<file path="src/rtl/ssc_pkg.sv">
package ssc_pkg;
  localparam int AMP_W = 9;

  typedef enum logic [1:0] {TL_LO = 2'b00, TL_MID = 2'b01, TL_HI = 2'b10} tri_lvl_e;
  typedef enum logic [1:0] {SP_NONE = 2'b00, SP_CENTER = 2'b01, SP_DOWN = 2'b10} spread_e;

  // the unused code reads as middle
  function automatic tri_lvl_e tri_norm(input logic [1:0] raw);
    case (raw)
      2'b00:   return TL_LO;
      2'b10:   return TL_HI;
      default: return TL_MID;
    endcase
  endfunction

  // depth in 0.01 % units, by {down, sub-band, level}
  function automatic logic [AMP_W-1:0] amp_of(input logic is_down, input logic [1:0] qtr,
                                               input logic [1:0] lvl);
    logic [AMP_W-1:0] v;
    case ({is_down, qtr, lvl})
      5'b0_00_00: v = 9'd140; 5'b0_00_01: v = 9'd120; 5'b0_00_10: v = 9'd60;  5'b0_00_11: v = 9'd50;
      5'b0_01_00: v = 9'd130; 5'b0_01_01: v = 9'd110; 5'b0_01_10: v = 9'd50;  5'b0_01_11: v = 9'd40;
      5'b0_10_00: v = 9'd120; 5'b0_10_01: v = 9'd90;  5'b0_10_10: v = 9'd50;  5'b0_10_11: v = 9'd40;
      5'b0_11_00: v = 9'd110; 5'b0_11_01: v = 9'd90;  5'b0_11_10: v = 9'd40;  5'b0_11_11: v = 9'd30;
      5'b1_00_00: v = 9'd300; 5'b1_00_01: v = 9'd220; 5'b1_00_10: v = 9'd190; 5'b1_00_11: v = 9'd70;
      5'b1_01_00: v = 9'd270; 5'b1_01_01: v = 9'd190; 5'b1_01_10: v = 9'd170; 5'b1_01_11: v = 9'd60;
      5'b1_10_00: v = 9'd250; 5'b1_10_01: v = 9'd180; 5'b1_10_10: v = 9'd150; 5'b1_10_11: v = 9'd60;
      default:    v = 9'd0;
    endcase
    if ({is_down, qtr} == 3'b111) begin
      case (lvl)
        2'd0:    v = 9'd230;
        2'd1:    v = 9'd170;
        2'd2:    v = 9'd140;
        default: v = 9'd50;
      endcase
    end
    return v;
  endfunction
endpackage

</file>
<file path="src/rtl/ssc_sel_decode.sv">
module ssc_sel_decode
  import ssc_pkg::*;
(
  input  logic [1:0]       spread_hi,
  input  logic [1:0]       spread_lo,
  input  logic [1:0]       range_sel,
  input  logic [1:0]       sub_band,
  output spread_e          mode,
  output logic [AMP_W-1:0] amp,
  output logic [1:0]       rsh
);
  tri_lvl_e h, l, r;
  logic [1:0] lvl;

  always_comb begin
    h = tri_norm(spread_hi);
    l = tri_norm(spread_lo);
    r = tri_norm(range_sel);
    mode = SP_NONE;
    lvl  = 2'd0;
    case ({h, l})
      {TL_LO,  TL_LO }: begin mode = SP_CENTER; lvl = 2'd0; end
      {TL_LO,  TL_MID}: begin mode = SP_CENTER; lvl = 2'd1; end
      {TL_LO,  TL_HI }: begin mode = SP_CENTER; lvl = 2'd2; end
      {TL_MID, TL_LO }: begin mode = SP_CENTER; lvl = 2'd3; end
      {TL_HI,  TL_HI }: begin mode = SP_DOWN;   lvl = 2'd0; end
      {TL_HI,  TL_LO }: begin mode = SP_DOWN;   lvl = 2'd1; end
      {TL_MID, TL_HI }: begin mode = SP_DOWN;   lvl = 2'd2; end
      {TL_HI,  TL_MID}: begin mode = SP_DOWN;   lvl = 2'd3; end
      default:          begin mode = SP_NONE;   lvl = 2'd0; end
    endcase
    amp = (mode == SP_NONE) ? '0 : amp_of(mode == SP_DOWN, sub_band, lvl);
    case (r)
      TL_LO:   rsh = 2'd0;
      TL_HI:   rsh = 2'd1;
      default: rsh = 2'd2;
    endcase
  end
endmodule

</file>
<file path="src/rtl/ssc_phase_ctl.sv">
module ssc_phase_ctl #(
  parameter int BASE_LOG2 = 7,
  parameter int PH_W      = BASE_LOG2 + 2
) (
  input  logic            clk,
  input  logic            rst,
  input  logic            pwrdn_n,
  input  logic [1:0]      rsh,
  output logic            run,
  output logic [PH_W-1:0] phase,
  output logic            load,
  output logic            falling
);
  logic [PH_W:0]   dr_len;
  logic [PH_W-1:0] last_ph;
  logic [PH_W-1:0] half_ph;

  always_comb begin
    dr_len  = (PH_W+1)'(1) << (BASE_LOG2 + int'(rsh));
    last_ph = PH_W'(dr_len - (PH_W+1)'(1));
    half_ph = dr_len[PH_W:1];
  end

  assign load    = pwrdn_n && (!run || (phase == last_ph));
  assign falling = (phase >= half_ph);

  always_ff @(posedge clk) begin
    if (rst || !pwrdn_n) begin
      run   <= 1'b0;
      phase <= '0;
    end else if (load) begin
      run   <= 1'b1;
      phase <= '0;
    end else begin
      phase <= phase + PH_W'(1);
    end
  end
endmodule

</file>
<file path="src/rtl/ssc_tri_accum.sv">
module ssc_tri_accum #(
  parameter int ACC_W = 24
) (
  input  logic             clk,
  input  logic             rst,
  input  logic             clr,
  input  logic             load,
  input  logic             falling,
  input  logic [ACC_W-1:0] init,
  input  logic [ACC_W-1:0] step,
  output logic [ACC_W-1:0] acc
);
  always_ff @(posedge clk) begin
    if (rst || clr)   acc <= '0;
    else if (load)    acc <= init;
    else if (falling) acc <= acc - step;
    else              acc <= acc + step;
  end
endmodule

</file>
<file path="src/rtl/ssc_profile_gen.sv">
module ssc_profile_gen
  import ssc_pkg::*;
#(
  parameter int BASE_LOG2 = 7,
  parameter int OFS_W     = 16
) (
  input  logic                    clk,
  input  logic                    rst,
  input  logic                    pwrdn_n,
  input  logic [1:0]              spread_hi,
  input  logic [1:0]              spread_lo,
  input  logic [1:0]              range_sel,
  input  logic [1:0]              sub_band,
  output logic signed [OFS_W-1:0] freq_ofs,
  output logic [1:0]              spread_mode,
  output logic                    period_start
);
  localparam int FRAC  = BASE_LOG2 + 1;
  localparam int ACC_W = OFS_W + FRAC;
  localparam int PH_W  = BASE_LOG2 + 2;

  logic [1:0] hi_q, lo_q, rng_q, band_q;
  always_ff @(posedge clk) begin
    if (rst) begin
      hi_q   <= TL_MID;
      lo_q   <= TL_MID;
      rng_q  <= TL_MID;
      band_q <= 2'd0;
    end else begin
      hi_q   <= spread_hi;
      lo_q   <= spread_lo;
      rng_q  <= range_sel;
      band_q <= sub_band;
    end
  end

  spread_e          nxt_mode;
  logic [AMP_W-1:0] nxt_amp;
  logic [1:0]       nxt_rsh;

  ssc_sel_decode u_dec (
    .spread_hi (hi_q),
    .spread_lo (lo_q),
    .range_sel (rng_q),
    .sub_band  (band_q),
    .mode      (nxt_mode),
    .amp       (nxt_amp),
    .rsh       (nxt_rsh)
  );

  spread_e          cur_mode;
  logic [AMP_W-1:0] cur_amp;
  logic [1:0]       cur_rsh;
  logic             run, load, falling;
  logic [PH_W-1:0]  phase;

  always_ff @(posedge clk) begin
    if (rst) begin
      cur_mode <= SP_NONE;
      cur_amp  <= '0;
      cur_rsh  <= 2'd2;
    end else if (load) begin
      cur_mode <= nxt_mode;
      cur_amp  <= nxt_amp;
      cur_rsh  <= nxt_rsh;
    end
  end

  ssc_phase_ctl #(.BASE_LOG2(BASE_LOG2), .PH_W(PH_W)) u_phase (
    .clk     (clk),
    .rst     (rst),
    .pwrdn_n (pwrdn_n),
    .rsh     (cur_rsh),
    .run     (run),
    .phase   (phase),
    .load    (load),
    .falling (falling)
  );

  logic [AMP_W:0]   span;
  logic [ACC_W-1:0] step, amp_fx, init, acc;

  always_comb begin
    case (cur_mode)
      SP_CENTER: span = {cur_amp, 1'b0};
      SP_DOWN:   span = {1'b0, cur_amp};
      default:   span = '0;
    endcase
    step   = ACC_W'(span) << (2'd2 - cur_rsh);
    amp_fx = ACC_W'(nxt_amp) << FRAC;
    init   = (nxt_mode == SP_NONE) ? '0 : ('0 - amp_fx);
  end

  ssc_tri_accum #(.ACC_W(ACC_W)) u_acc (
    .clk     (clk),
    .rst     (rst),
    .clr     (!pwrdn_n),
    .load    (load),
    .falling (falling),
    .init    (init),
    .step    (step),
    .acc     (acc)
  );

  logic live;
  assign live         = run && pwrdn_n;
  assign freq_ofs     = live ? acc[FRAC +: OFS_W] : '0;
  assign spread_mode  = live ? cur_mode : SP_NONE;
  assign period_start = live && (phase == '0);
endmodule

</file>
<file path="config.mk">
export PLATFORM = sky130hd
export DESIGN_NAME = ssc_profile_gen
export DESIGN_NICKNAME = d
export VERILOG_FILES = /design/src/rtl/ssc_pkg.sv /design/src/rtl/ssc_sel_decode.sv /design/src/rtl/ssc_phase_ctl.sv /design/src/rtl/ssc_tri_accum.sv /design/src/rtl/ssc_profile_gen.sv
export SDC_FILE = /design/constraint.sdc
export NUM_CORES = 1
export LEC_CHECK = 0
export BUFFER_PORTS_ARGS = -buffer_cell sky130_fd_sc_hd__buf_2
export CAP_MARGIN = 20
export CORE_UTILIZATION = 50
export CTS_CLUSTER_SIZE = 28
export DETAILED_ROUTE_END_ITERATION = 10
export PLACE_DENSITY = 0.81
export SETUP_SLACK_MARGIN = 0.02
export SYNTH_ARGS = -nofsm -noshare
export SYNTH_HDL_FRONTEND = slang
export SYNTH_SLANG_ARGS = --single-unit
export TNS_END_PERCENT = 5
</file>
<file path="constraint.sdc">
create_clock -name clk -period 4.4 [get_ports clk]
set_clock_uncertainty 0.05 [all_clocks]
set_input_delay 0.66 -clock clk [delete_from_list [all_inputs] [get_ports clk]]
set_output_delay 0.66 -clock clk [all_outputs]
set_load 0.05 [all_outputs]
</file>
# Word level (Yosys, flattened, before mapping)

Memory sizes are Yosys's and may differ from the RTL's.
Cells that the tools add are included.

Bits of input ports: 11
Memories: 2
Output and inout bits: 19
Bits in read-only memories: 320
Word-level logic and storage cells: 61
Register bits: 55

Memory list:

| name             | words | width | rd ports | clocked after Yosys merged registers in | wr ports | line                 | source |
|---|---|---|---|---|---|---|---|
| (name not given) | 32    | 8     | 1        | 0                                       | 0        | ssc_pkg.sv:20        | `case ({is_down, qtr, lvl})` |
| (name not given) | 16    | 4     | 1        | 0                                       | 0        | ssc_sel_decode.sv:21 | `case ({h, l})` |

Muxes and demuxes: 13
Order comparisons: 1
Eq/ne operators: 11
Add/sub/neg operators: 7
Reductions and logical operators: 15
Shift operators: 2

Operators with widths:

| cell                                               | count |
|---|---|
| 2-to-1 mux 24 bit                                  | 3 |
| adder 24 bit                                       | 1 |
| one-hot mux 8 bit (3 select lines)                 | 1 |
| << shifter 10 x 2 -> 24 bit                        | 1 |
| subtractor 24 bit                                  | 1 |
| one-hot mux 10 bit (2 select lines)                | 1 |
| 2-to-1 mux 9 bit                                   | 2 |
| subtractor 1 x 17 -> 18 bit (first input constant) | 1 |
| 2-to-1 mux 16 bit                                  | 1 |
| one-hot mux 2 bit (2 select lines)                 | 4 |
| == test 2 bit (second input constant)              | 7 |
| zero test 2 bit                                    | 6 |
| << shifter 1 x 4 -> 10 bit (first input constant)  | 1 |
| adder 9 x 1 -> 9 bit (second input constant)       | 1 |
| == test 9 bit                                      | 1 |
| greater-or-equal comparator 9 bit                  | 1 |
| zero test 9 bit                                    | 1 |
| subtractor 9 x 1 -> 9 bit (second input constant)  | 1 |
| adder 3 x 2 -> 4 bit (first input constant)        | 1 |
| == test 2 x 1 -> 1 bit (second input constant)     | 2 |
| == test 3 bit (second input constant)              | 1 |
| logical AND 1 bit                                  | 3 |
| zero test 1 bit                                    | 2 |
| logical OR 1 bit                                   | 2 |
| 3 further kinds                                    | 3 |

# Depth between registers and ports, before layout

An unclocked memory read counts as a cell.

Word-level depth: 10
Mapped depth: 23
Mapped depth without buffers: 22

# By module

Synthesis repeated with hierarchy kept, for this count alone.

Cell total of the unflattened synthesis: 697
Area total of the unflattened synthesis: 5373.9 sq um

By module, submodules not included:

| module          | instances | area each (sq um) | cells an instance | seq. area each (sq um) |
|---|---|---|---|---|
| ssc_tri_accum   | 1         | 2607.5            | 347               | 480.5 |
| ssc_profile_gen | 1         | 1492.7            | 191               | 420.4 |
| ssc_sel_decode  | 1         | 698.2             | 96                | 0.0 |
| ssc_phase_ctl   | 1         | 575.6             | 63                | 200.2 |

# Worst setup path after synthesis

Ideal clock, no wire load.

Path type: flip-flop to flip-flop
Start: register cur_rsh[0]
End: register u_acc.acc[20]
Path buffers: 3
Stages on the path, launching flop included: 22
Path slack: -0.216 ns
Setup time: 0.115 ns
Period minus slack after synthesis: 4.616 ns
Data arrival time: 4.451 ns
Data required time: 4.235 ns
Cell sequence: dfxtp_1 -> buf_2 -> inv_1 -> clkbuf_1 -> ha_1 -> nand2_1 -> ha_1 -> o41a_1 -> o31a_1 -> o41ai_4 -> buf_4 -> nand2_1 -> xnor2_1 -> ha_1 -> a21o_1 -> a21o_1 -> a221oi_1 -> a21o_1 -> a21oi_1 -> a2111oi_0 -> o21ai_0 -> and2_1

Cells in the longest elaborated chain, start to end: 7

Ends and longest elaborated chain:

| what                       | line                  | source |
|---|---|---|
| from (decl)                | ssc_profile_gen.sv:53 | `logic [1:0] cur_rsh;` |
| from (signal assigned)     | ssc_profile_gen.sv:65 | `cur_rsh <= nxt_rsh;` |
| adder 3 x 2 -> 4 bit       | ssc_phase_ctl.sv:19   | `dr_len = (PH_W+1)'(1) << (BASE_LOG2 + int'(rsh));` |
| << shifter 1 x 4 -> 10 bit | ssc_phase_ctl.sv:19   |  |
| subtractor 9 x 1 -> 9 bit  | ssc_phase_ctl.sv:20   | `last_ph = PH_W'(dr_len - (PH_W+1)'(1));` |
| == test 9 bit              | ssc_phase_ctl.sv:24   | `assign load = pwrdn_n && (!run \|\| (phase == last_ph));` |
| logical OR 1 bit           | ssc_phase_ctl.sv:24   |  |
| logical AND 1 bit          | ssc_phase_ctl.sv:24   |  |
| 2-to-1 mux 24 bit (*)      | ssc_tri_accum.sv:15   | `else if (load) acc <= init;` |
| to (signal assigned)       | ssc_tri_accum.sv:15   |  |
| to (signal assigned)       | ssc_tri_accum.sv:16   | `else if (falling) acc <= acc - step;` |
| to (signal assigned)       | ssc_tri_accum.sv:17   | `else acc <= acc + step;` |
| to (decl)                  | ssc_tri_accum.sv:11   | `output logic [ACC_W-1:0] acc` |

Every way passes the cells marked *; elsewhere a longest branch is shown, timed or not.
A chain may end at the register's enable or synchronous reset.

# Worst setup path after layout

Start: register cur_mode[1]
End: register u_acc.acc[20]

Cells in the longest elaborated chain, start to end: 6

Ends and longest elaborated chain:

| what                                                           | line                                     | source |
|---|---|---|
| from (decl)                                                    | ssc_profile_gen.sv:51                    | `spread_e cur_mode;` |
| from (signal assigned)                                         | ssc_profile_gen.sv:63                    | `cur_mode <= nxt_mode;` |
| == test 2 bit / == test 2 x 1 -> 1 bit (equally long branches) | ssc_profile_gen.sv:84                    | `case (cur_mode)` |
| one-hot mux 10 bit (2 select lines) (*)                        | ssc_profile_gen.sv:84                    |  |
| << shifter 10 x 2 -> 24 bit (*)                                | ssc_profile_gen.sv:89                    | `step = ACC_W'(span) << (2'd2 - cur_rsh);` |
| adder 24 bit / subtractor 24 bit (equally long branches)       | ssc_tri_accum.sv:17, ssc_tri_accum.sv:16 |  |
| 2-to-1 mux 24 bit (*)                                          | ssc_tri_accum.sv:16                      |  |
| 2-to-1 mux 24 bit (*)                                          | ssc_tri_accum.sv:15                      |  |

Marks and branches as above.

==> qor.yml <==
outcome:
  status: "finished, final reports clean"
final_layout:
  stdcell_area_um2: 5240
  area_growth_syn_to_layout_pct: 15.2
  fin_util_pct: 59.7
  insertedDiodeCount: 0
  n_fill_cell: 733
  finalNetCount: 688
  layout-drive-gt1-share_pct: 18.8
floorplan:
  die_h_um: 97.3
  rows: 34
  die_w_um: 97.3
  ioPinCount: 30
  core_um2: 8760
  dieArea_um2: 9470
  initial_core_util_pct: 51.8
synth:
  avgSynthCellArea_um2: 7.69
  synth-seq-cells: 53
  yosysTopAreaCellShare_pct: 23.4
  synthCells: 591
  synth.distinct_cells: 65
  ys.flop_type: "dfxtp_1"
  yosys.area.top_type: "dfxtp_1"
  synth_common_cells: "55 x nor2_1, 53 x dfxtp_1, 50 x a21oi_1"
  synth_nets: 646
  async_flop_share_pct: 0
  yosysWarnings: 0
  synth_edf_count: 0
  synth_area_leaders: "dfxtp_1 23%, ha_1 12%, a21oi_1 5.5%"
  syn_area_um2: 4540
  synth.most_common_cell: "nor2_1"
  ys_seq_area_share_pct: 23.4
pwr:
  pwr-share-comb_pct: 51.6
  switching_share_pct: 41.0
  power_density_nw_per_um2: 332
  irDropWorstVdd_uv: 157
  p_clk_share_pct: 17.2
  switchingPower_mw: 0.712
  sequentialPowerShare_pct: 31.3
  p_total_mw: 1.74
  leakage_nw: 2.29
  p_int_mw: 1.03
run:
  cap_violations: 0
sta:
  rsz0062_at_grt: "true"
  max-slew-margin-rel_pct: 57.3
  hold_viol: 0
  finalCritPeriodShare_pct: 98.1
  slew_viol_final: 0
  fin_ws_ns: 0.0857
  min_period_ns: 4.31
  setup_violations: 0
  holdWs_ns: 0.452
  fmax_mhz: 232
  worstMarginPinSlew_ns: 0.638
routing:
  drtIter0Drc: 329
  wl_per_cell_um: 15.7
  drt_pre_antenna_iters: 6
  antenna_left: 0
  drc: 0
  via_per_inst: 6.03
  routed_wl_um: 11700
  num_vias: 4474
placement:
  post-place-ws_ns: 0.00805
  dp_hpwl_um: 8480
  gp_congestion: 0.908
  placed_area_um2: 4900
  portBuffers: 29
global_route:
  first_global_vias: 4014
  grt_max_degree: 35
  antenna_found_initial: 0
  gr-total-overflow: 0
  grt.total_usage_pct: 23.2
  grt_pass1_wl_um: 18400
worst_setup_path:
  required_ns: 4.56
  arrival_ns: 4.48
  cp_max_fo: 8
  startpoint_type: "register"
  worstSetupPathType: "register to register"
  endpoint_kind: "register"
clock_tree:
  clk_pin_slew_worst_paths_ns: 0.10
  cts_buffer_depth: 2
  cts_tree: "yes"
  clock-sinks: 53
  h-tree-depth: 2
  cts_buffers: 5
  clock_latency_ns: 0.32
  clockRootBuffer: "clkbuf_8"
min_path:
  hold_class: "register to register"
## layer usage
layer,global-route usage (%),routed length [um],up-vias
met1,30.3,5180,2062
li1,-,-,2215
met4,6.33,259,0
met2,40.0,5560,169
met5,0,0,-
met3,3.24,662,28
## cell type report
type                    instances  area (um^2)  share of cell area [%]
clock buffers                   5         68.8                    1.31
clock inverters                 3         26.3                   0.502
inverters                      27          101                    1.94
multi-input cells             483         3430                    65.6
flip-flops and latches         53         1070                    20.4
well taps                     108          135                    2.58
repair buffers                 63          405                    7.74
## state kept, by name, indices dropped and copies added (netlist names)
name / count
u_phase.run: 1
rng_q: 2
cur_rsh: 2
u_acc.acc: 23
cur_amp: 8
hi_q: 2
band_q: 2
u_phase.phase: 9
lo_q: 2
cur_mode: 2
## stage by stage
step | TNS, ns | cells
after floorplan | 0 | 591
after global placement | 0 | 725
after detailed placement | 0 | 725
after CTS | 0 | 733
after global routing | -0.569 | 742
final | 0 | 742
## critical path, cell delays in order, from the launching register on
cell,delay (ns)
dfxtp_2,0.34
inv_1,0.05
ha_1,0.19
buf_4,0.17
a22oi_2,0.24
a21oi_1,0.13
a22o_1,0.32
nor3_1,0.29
nand2_1,0.16
buf_4,0.17
o31ai_4,0.30
ha_1,0.32
and3_1,0.23
and4_1,0.22
o21ai_2,0.07
a21o_1,0.18
a21oi_1,0.09
a2111oi_2,0.38
o21ai_0,0.13
and2_1,0.17
## logic make-up (layout without fill, tap and decap cells)
kind of cell	count (synthesis)	in the layout	share of synthesized area, %
muxes	4	4	0.881
buffers and inverters	55	98	4.93
DFF	53	53	23.4
adders and majority gates	44	44	12.1
xor gates and xnor gates	42	42	8.26
and+or+nand+nor	221	221	24.7
AOI/OAI and AO/OA	172	172	25.8
## path summary, 6_finish.rpt
kind	startpoint	end	slack, ns	depth (start not counted)
max	cur_mode[1]	u_acc.acc[20]	0.09	19
min	u_phase.phase[0]	u_phase.phase[0]	0.45	1
max reg2reg	cur_mode[1]	u_acc.acc[20]	0.09	19
min reg2reg	u_phase.phase[0]	u_phase.phase[0]	0.45	1
## power by group through the flow
stage	logic (mW)	clock network [mW]	registers (mW)
CTS	0.805	0.305	0.542
global placement	0.778	0	0.552
finish	0.897	0.298	0.544
floorplan	0.638	0	0.534
detailed placement	0.798	0	0.553
global route	0.973	0.325	0.548
## cells in the final DEF, fill, tap and decap left out, drive strengths merged, types with 3 or more instances in the layout
cell,netlist,final
a22oi,5,5
o21a,6,6
o31ai,11,11
nor3b,6,6
nand4,4,4
and3,23,23
clkinv,1,3
clkbuf,19,5
a22o,4,4
nand2b,16,16
or3,8,8
a211oi,9,9
a21o,9,9
dfxtp,53,53
nand3,11,11
inv,26,27
o22ai,8,8
a31oi,7,7
o21ai,29,29
nor2,55,55
buf,9,63
or2,5,5
o221ai,3,3
a21oi,50,50
nor3,18,18
ha,44,44
and2,6,6
a221oi,4,4
mux2i,4,4
nor2b,15,15
o211ai,5,5
nand2,45,45
xor2,18,18
xnor2,24,24
## what timing repair did
| item | in CTS | in global routing |
|---|---|---|
| cloned | 0 | 1 |
| gates resized for setup | 1 | 42 |
| hold buffers | 0 | 0 |
| endpoints found under the setup margin | 2 | 12 |
| setup buffers | 0 | 8 |
| pin swaps | 0 | 20 |
Note: power is estimated with default switching activity, not from simulation.
